$ cat config.mk
export PLATFORM = sky130hd
export DESIGN_NAME = fifo_dma_handshake
export DESIGN_NICKNAME = d
export VERILOG_FILES = /design/src/rtl/fdh_pkg.sv /design/src/rtl/fdh_byte_fifo.sv /design/src/rtl/fdh_req_ctl.sv /design/src/rtl/fifo_dma_handshake.sv
export SDC_FILE = /design/constraint.sdc
export NUM_CORES = 1
export LEC_CHECK = 0
export ABC_AREA = 1
export ABC_CLOCK_PERIOD_IN_PS = 3550
export BUFFER_PORTS_ARGS = -buffer_cell sky130_fd_sc_hd__buf_2
export CORE_UTILIZATION = 54
export DETAILED_ROUTE_END_ITERATION = 10
export PLACE_DENSITY = 0.78
export SETUP_SLACK_MARGIN = 0.15
export SYNTH_ARGS = -nofsm -noshare
export SYNTH_HDL_FRONTEND = slang
export SYNTH_HIERARCHICAL = 1
export SYNTH_SLANG_ARGS = --single-unit
$ cat constraint.sdc
create_clock -name clk -period 3.55 [get_ports clk]
set_clock_uncertainty 0.15 [all_clocks]
set_input_delay 0.71 -clock clk [delete_from_list [all_inputs] [get_ports clk]]
set_output_delay 0.71 -clock clk [all_outputs]
set_load 0.05 [all_outputs]
$ cat src/rtl/fdh_pkg.sv
package fdh_pkg;
  typedef logic [7:0]  byte_t;
  typedef logic [15:0] word_t;
  localparam int WORD_BYTES = 2;
endpackage

$ cat src/rtl/fdh_byte_fifo.sv
module fdh_byte_fifo
  import fdh_pkg::*;
#(
  parameter int DEPTH = 16,
  localparam int CW = $clog2(DEPTH + 1),
  localparam int AW = $clog2(DEPTH)
) (
  input  logic          clk,
  input  logic          rst,
  input  logic [1:0]    push_cnt,
  input  word_t         push_data,
  input  logic [1:0]    pop_cnt,
  output word_t         head,
  output logic [CW-1:0] occ
);
  byte_t         mem [DEPTH];
  logic [AW-1:0] wp, rp;

  always_ff @(posedge clk) begin
    for (int j = 0; j < WORD_BYTES; j++) begin
      if (push_cnt > 2'(j)) mem[wp + AW'(j)] <= push_data[8*j +: 8];
    end
  end

  always_ff @(posedge clk) begin
    if (rst) begin
      wp  <= '0;
      rp  <= '0;
      occ <= '0;
    end else begin
      wp  <= wp + AW'(push_cnt);
      rp  <= rp + AW'(pop_cnt);
      occ <= occ + CW'(push_cnt) - CW'(pop_cnt);
    end
  end

  assign head = {mem[rp + AW'(1)], mem[rp]};
endmodule

$ cat src/rtl/fdh_req_ctl.sv
module fdh_req_ctl #(
  parameter int DEPTH = 16,
  localparam int CW = $clog2(DEPTH + 1)
) (
  input  logic          clk,
  input  logic          rst,
  input  logic          en,
  input  logic          dir_rev,
  input  logic [CW-1:0] thresh,
  input  logic [CW-1:0] occ,
  output logic          req_n
);
  localparam logic [CW-1:0] FULL_LIM = CW'(DEPTH - 2);
  localparam logic [CW-1:0] EMPTY_LIM = CW'(2);

  logic dir_q, req_q;
  logic start, stop, keep;

  // Turn-on and turn-off points differ, giving hysteresis.
  assign start = dir_rev ? (occ > thresh) : (occ < thresh);
  assign stop  = dir_rev ? (occ < EMPTY_LIM) : (occ > FULL_LIM);
  assign keep  = en && (dir_rev == dir_q);

  always_ff @(posedge clk) begin
    if (rst) begin
      dir_q <= 1'b0;
      req_q <= 1'b0;
    end else begin
      dir_q <= dir_rev;
      req_q <= keep && (req_q ? !stop : start);
    end
  end

  assign req_n = !(req_q && keep && !stop);
endmodule

$ cat src/rtl/fifo_dma_handshake.sv
module fifo_dma_handshake
  import fdh_pkg::*;
#(
  parameter int DEPTH = 16,
  localparam int CW = $clog2(DEPTH + 1)
) (
  input  logic          clk,
  input  logic          rst,
  input  logic          dma_en,
  input  logic          dir_rev,
  input  logic [CW-1:0] thresh,
  output logic          dma_req_n,
  input  logic          dma_ack_n,
  input  logic [15:0]   dma_wdata,
  output logic [15:0]   dma_rdata,
  input  logic          pin_valid,
  output logic          pin_ready,
  input  logic [7:0]    pin_data,
  output logic          pout_valid,
  input  logic          pout_ready,
  output logic [7:0]    pout_data
);
  localparam logic [CW-1:0] ROOM_LIM = CW'(DEPTH - WORD_BYTES);
  localparam logic [CW-1:0] WORD_LIM = CW'(WORD_BYTES);
  localparam logic [CW-1:0] FULL     = CW'(DEPTH);

  logic [CW-1:0] occ;
  word_t         head, push_data;
  logic [1:0]    push_cnt, pop_cnt;
  logic          ack, fwd_acc, rev_acc, pin_fire, pout_fire;

  assign ack     = !dma_ack_n && dma_en;
  assign fwd_acc = ack && !dir_rev && (occ <= ROOM_LIM);
  assign rev_acc = ack &&  dir_rev && (occ >= WORD_LIM);

  assign pin_ready  = dir_rev && (occ != FULL);
  assign pout_valid = !dir_rev && (occ != '0);
  assign pin_fire   = pin_valid && pin_ready;
  assign pout_fire  = pout_valid && pout_ready;

  assign push_cnt  = fwd_acc ? 2'd2 : (pin_fire ? 2'd1 : 2'd0);
  assign pop_cnt   = rev_acc ? 2'd2 : (pout_fire ? 2'd1 : 2'd0);
  assign push_data = fwd_acc ? dma_wdata : {8'h00, pin_data};

  fdh_byte_fifo #(.DEPTH(DEPTH)) u_fifo (
    .clk       (clk),
    .rst       (rst),
    .push_cnt  (push_cnt),
    .push_data (push_data),
    .pop_cnt   (pop_cnt),
    .head      (head),
    .occ       (occ)
  );

  fdh_req_ctl #(.DEPTH(DEPTH)) u_req (
    .clk     (clk),
    .rst     (rst),
    .en      (dma_en),
    .dir_rev (dir_rev),
    .thresh  (thresh),
    .occ     (occ),
    .req_n   (dma_req_n)
  );

  assign dma_rdata = head;
  assign pout_data = head[7:0];
endmodule

Word level (Yosys, flattened, before mapping)
Memories as Yosys holds them, arrays and structs flattened. A register that Yosys moved wholly into a read port is not among the register bits.
Index checks and enable logic that the tools add are counted.
{"block": "totals", "wordCells": 53, "n_memories": 1, "mem_bits_rw": 128, "output_inout_bits": 27, "regBits": 15, "in_bits": 36}
{"memory": "u_fifo.mem", "words": 16, "width": 8, "read_ports": 2, "rd_ports_with_merged_regs": 1, "write_ports": 2, "line": "fdh_byte_fifo.sv:16", "rtl": "byte_t mem [DEPTH];"}
{"block": "classes", "eq_ne": 2, "magnitude_cmp": 8, "addsub": 6, "mux": 13, "n_reduce_logical": 18}
{"cell": "16-bit 2-to-1 mux", "n": 1}
{"cell": "1-bit logical AND", "n": 13}
{"cell": "1-bit 2-to-1 mux", "n": 9}
{"cell": "4-bit by 1-bit adder with 4-bit output, second input constant", "n": 2}
{"cell": "4-bit by 2-bit adder with 4-bit output", "n": 2}
{"cell": "5-bit by 2-bit adder with 5-bit output", "n": 1}
{"cell": "5-bit by 2-bit greater-or-equal comparator with 1-bit output, second input constant", "n": 1}
{"cell": "5-bit by 4-bit > comparator with 1-bit output, second input constant", "n": 1}
{"cell": "5-bit > comparator", "n": 1}
{"cell": "5-bit by 4-bit less-or-equal comparator with 1-bit output, second input constant", "n": 1}
{"cell": "5-bit by 2-bit < comparator with 1-bit output, second input constant", "n": 1}
{"cell": "5-bit < comparator", "n": 1}
{"cell": "5-bit != test, second input constant", "n": 1}
{"cell": "5-bit nonzero test", "n": 1}
{"cell": "5-bit by 2-bit subtractor with 5-bit output", "n": 1}
{"cell": "2-bit by 1-bit > comparator with 1-bit output, second input constant", "n": 2}
{"cell": "1-bit zero test", "n": 4}
{"cell": "2-bit 2-to-1 mux", "n": 2}
{"cell": "4-bit 2-to-1 mux", "n": 1}
{"cell": "1-bit equality test", "n": 1}

Depth between registers and ports, before layout
{"block": "depth", "ltp_word": 8, "ltp_mapped": 18, "mapped_depth_nobuf": 15}

Hierarchy
Netlist, hierarchy kept.
{"mod": "fdh_byte_fifo", "cells_each": 1232, "instances": 1, "seq_area_each_um2": 4103.9, "area_per_inst_um2": 9689.3}
{"mod": "fifo_dma_handshake", "cells_each": 77, "instances": 1, "seq_area_each_um2": 0.0, "area_per_inst_um2": 414.1}
{"mod": "fdh_req_ctl", "cells_each": 45, "instances": 1, "seq_area_each_um2": 40.0, "area_per_inst_um2": 285.3}

Least setup slack after synthesis
No wires, ideal clock.
{"block": "synth_timing", "path_type": "input -> register", "from": "input dma_ack_n", "to": "register u_fifo.occ[4]", "t_required_ps": 3287, "arrival_time_ps": 3310, "n_path_buf": 3, "setup_slack_ps": -22, "setup_ps": 113, "stages": 18, "path_cell_list": "clkinv_1 -> nand2_2 -> nor2_8 -> nand2_4 -> buf_12 -> inv_1 -> buf_4 -> buf_6 -> inv_1 -> fa_1 -> inv_1 -> fa_1 -> nand2_1 -> nand2_1 -> a21oi_1 -> nand2_1 -> nand2_1 -> nor2_1"}
{"block": "synth_between", "elab_chain_len": 7, "elab_cells_between_ends": 10, "classes_between": "add/sub (2); mux (2); reduce/logical (6)"}
{"item": "start, declared", "line": "fifo_dma_handshake.sv:13", "rtl": "input logic dma_ack_n,"}
{"item": "1-bit zero test", "line": "fifo_dma_handshake.sv:32", "rtl": "assign ack = !dma_ack_n && dma_en;"}
{"item": "1-bit logical AND", "line": "fifo_dma_handshake.sv:32"}
{"item": "1-bit logical AND (2 in a row)", "line": "fifo_dma_handshake.sv:33", "rtl": "assign fwd_acc = ack && !dir_rev && (occ <= ROOM_LIM);"}
{"item": "named net fwd_acc", "line": "fifo_dma_handshake.sv:30", "rtl": "logic ack, fwd_acc, rev_acc, pin_fire, pout_fire;"}
{"item": "2-bit 2-to-1 mux", "line": "fifo_dma_handshake.sv:41", "rtl": "assign push_cnt = fwd_acc ? 2'd2 : (pin_fire ? 2'd1 : 2'd0);"}
{"item": "5-bit by 2-bit adder with 5-bit output", "line": "fdh_byte_fifo.sv:33", "rtl": "occ <= occ + CW'(push_cnt) - CW'(pop_cnt);"}
{"item": "5-bit by 2-bit subtractor with 5-bit output", "line": "fdh_byte_fifo.sv:33"}
{"item": "end signal, assigned", "line": "fdh_byte_fifo.sv:33"}
{"item": "end, declared", "line": "fdh_byte_fifo.sv:14", "rtl": "output logic [CW-1:0] occ"}
The timed path passes the listed nets, and every way through them passes these cells.
A chain may end at the register's enable or synchronous reset.

Worst setup path in the final report
{"block": "layout_timing", "from": "register u_fifo.rp[3]", "to": "output dma_rdata[8]"}
{"block": "layout_between", "elab_chain_len": 2}
{"item": "start, declared", "line": "fdh_byte_fifo.sv:17", "rtl": "logic [AW-1:0] wp, rp;"}
{"item": "start signal, assigned", "line": "fdh_byte_fifo.sv:32", "rtl": "rp <= rp + AW'(pop_cnt);"}
{"item": "4-bit by 1-bit adder with 4-bit output", "line": "fdh_byte_fifo.sv:37", "rtl": "assign head = {mem[rp + AW'(1)], mem[rp]};"}
{"item": "memory read 16 x 8 bit"}
{"item": "end, declared", "line": "fifo_dma_handshake.sv:15", "rtl": "output logic [15:0] dma_rdata,"}
Every way passes these cells.

==> impl_metrics.ini <==
[setup_path]
r2r_end = u_fifo/occ[4]
crit_start = u_fifo/rp[3]
r2r_cells = 15
worstPathRequired_ns = 2.69
worstSetupPathType = register to output port
cp-endpoint = dma_rdata[8]
worstPathArrival_ns = 2.51
r2r_setup_slack_ns = 0.75
critPathLaunchType = register
end_kind = output port
worstReg2RegStart = u_fifo/occ[3]
crit_fanout = 11

[sta]
fin_hold_ws_ns = 0.386
rsz0062_at_grt = no
tightestPinTransition_ns = 0.909
hold_viol_final = 0
maxSlewHeadroom = 0.393
tns_ns = 0
setup_violations = 0
fin_crit_ns = 3.37
slew_viol_final = 0
layout_setup_ws_ns = 0.178
fmax_mhz = 297
final.period_utilization = 0.950

[placed_design]
io_buffers = 62
dp.cells = 1591
pre_cts_ws_ns = 0.380
place.gp.congestion = 0.964
post-dp-hpwl_um = 21100

[floorplanning]
rows = 50
dieHeight_um = 141
io_pins = 63
start_util = 0.554
core-area_sq_mm = 0.0188
die-area_sq_mm = 0.0198
die_w_um = 141

[finish]
fill_cells = 1626
multiInputGateArea_sq_mm = 0.00506
seqCellArea_sq_mm = 0.00415
instances_no_fill = 1624
diodes = 0
syn2layout_area_growth_pct = 9.38
drive_gt1_frac = 0.204
final_nets = 1432

[power]
power.leakage_nw = 4.99
peakVddDrop_v = 0.000349
seqPwrFrac = 0.317
powerDensity_mw_per_mm2 = 563
internal-power_mw = 3.65
switching_power_mw = 2.74
power_frac_comb = 0.415
clockPowerShare = 0.268
swShare = 0.429

[global_route]
grt.total_usage = 0.325
antenna_found_initial = 0
grt_pass1_wl_um = 48100
grt_max_degree = 161
grt_pass1_vias = 8947
grt_overflow = 0

[route]
final_antenna_net_count = 0
firstDrtPassIters = 5
vias = 9413
post_drt_via_cell_ratio = 5.80
remaining_drc_errors = 0
avgRoutedWirePerCell_um = 18.8
routed_wl_um = 30600
drt_iter0_drc = 992

[clock_network]
cts_tree = built
htreeDepth = 4
cts_root_buffer = clkbuf_16
clk_pin_slew_worst_paths_ns = 0.06
cts_made_buffers = 17
hold_buffers = 0
clk_latency_ns = 0.43
cts.sinks = 143
cts_buffer_depth = 2

[yosys]
mappedNetlistArea_sq_mm = 0.0104
synth_seq_cells = 143
ys_seq_area_frac = 0.399
ys_warn_count = 6
syn_nets = 1409
synth_cells = 1354
avgSynthCellArea_sq_um = 7.67
synthDistinctLibCells = 40

[outcome]
status = completed

[run]
cap_violations = 0

[hold_path]
hp-class = register to register
==> flip-flops by register name, indices dropped and copies added (netlist names) <==
register	count
u_fifo/mem	128
u_fifo/occ	5
u_fifo/rp	4
u_fifo/wp	4
u_req/dir_q	1
u_req/req_q	1
==> repair_timing <==
item / 4_1_cts / 5_1_grt
buffers inserted: 0 / 1
gates resized for setup: 0 / 5
setup endpoints to repair: 0 / 22
endpoints found under the hold margin: 0 / 0
==> cell usage after synthesis (all sizes together) <==
library cell,count,area [sq um]
o211ai,32,240
clkbuf,31,116
nand3,161,1020
o31ai,6,45.0
o21ai,136,981
fa,4,80.1
inv,164,623
nand3b,1,7.51
buf,68,453
xnor2,2,25.0
ha,15,188
nor2,57,298
clkinv,3,16.3
and3,1,6.26
edfxtp,128,3840
nand2,496,1910
nand4,1,6.26
a21oi,27,154
dfxtp,15,300
or2,1,6.26
xor2,5,66.3
==> worst max-delay path: stages, from the launching register on <==
cell     delay, ns
dfxtp_1       0.65
inv_1         0.38
xor2_2        0.50
nand3_1       0.14
nand2_1       0.13
buf_2         0.28
==> cells by family (layout without fill, tap and decap cells) <==
group           count (synthesis)  count (layout)  synth area share
buf+inv                       266             302             0.116
fa+ha+maj                      19              19            0.0258
xor+xnor                        7               7           0.00879
compound gates                201             201             0.137
simple gates                  718             718             0.314
flops                         143             143             0.399
==> cell type report <==
type                       count  area share
clock buffer                  18      0.0378
clock inverter                14      0.0117
multi-input combinational    945       0.445
inverter                     167      0.0568
sequential                   143       0.365
timing repair buffer         103      0.0577
tap                          234      0.0258
==> cells in the final DEF (no fill, tap or decap), types with 4 or more instances in the layout <==
cell / synthesis / layout
o21ai_2: 80 / 80
clkinv_1: 2 / 4
nand3_4: 16 / 16
dfxtp_1: 15 / 13
o21ai_1: 54 / 54
nor2_4: 6 / 6
buf_2: 31 / 62
clkinvlp_4: 0 / 4
nand3_1: 142 / 142
o31ai_1: 6 / 6
inv_1: 154 / 153
clkbuf_16: 0 / 17
inv_2: 7 / 6
nor2_1: 41 / 41
nand2_2: 11 / 11
a21oi_2: 5 / 5
inv_6: 0 / 5
nand2_1: 482 / 482
buf_4: 14 / 38
o211ai_1: 32 / 32
edfxtp_1: 128 / 128
nor2_2: 9 / 9
a21oi_1: 22 / 22
inv_4: 3 / 4
fa_1: 4 / 4
ha_1: 15 / 15
==> power by group through the flow <==
stage                     Combinational [mW]  Clock (mW)  Sequential [mW]
after global routing                    2.88        1.81             2.04
after global placement                  2.55           0             2.06
after CTS                               2.62        1.73             2.02
after floorplan                         2.03           0             2.03
after detailed placement                2.60           0             2.06
final                                   2.65        1.72             2.03
==> how the worst min path moves through the flow <==
stage | slack, ns | to | startpoint | cells after the start
3_3_place_gp | 0.37 | u_req/req_q | u_req/req_q | 3
5_1_grt | 0.45 | u_fifo/rp[1] | rst | 2
4_1_cts | 0.39 | u_req/req_q | u_req/req_q | 3
3_5_place_dp | 0.38 | u_req/req_q | u_req/req_q | 3
6_report | 0.39 | u_req/req_q | u_req/req_q | 3
2_1_floorplan | 0.35 | u_req/req_q | u_req/req_q | 3
==> through the flow <==
stage           util  cell area (sq um)  power (mW)
2_1_floorplan      -              10400        4.06
3_3_place_gp   0.573              10800        4.61
5_1_grt        0.605              11400        6.73
6_report       0.605              11400        6.40
3_5_place_dp   0.573              10800        4.66
4_1_cts        0.603              11300        6.37
==> per-layer routing <==
metal | track usage | vias to the layer above | wire length [um]
li1 | - | 4445 | -
met1 | 0.392 | 4288 | 11400
met2 | 0.535 | 543 | 14300
met3 | 0.0717 | 137 | 2990
met4 | 0.198 | 0 | 1910
met5 | 0 | - | 0
No activity file was read; power rests on OpenSTA's default activity.
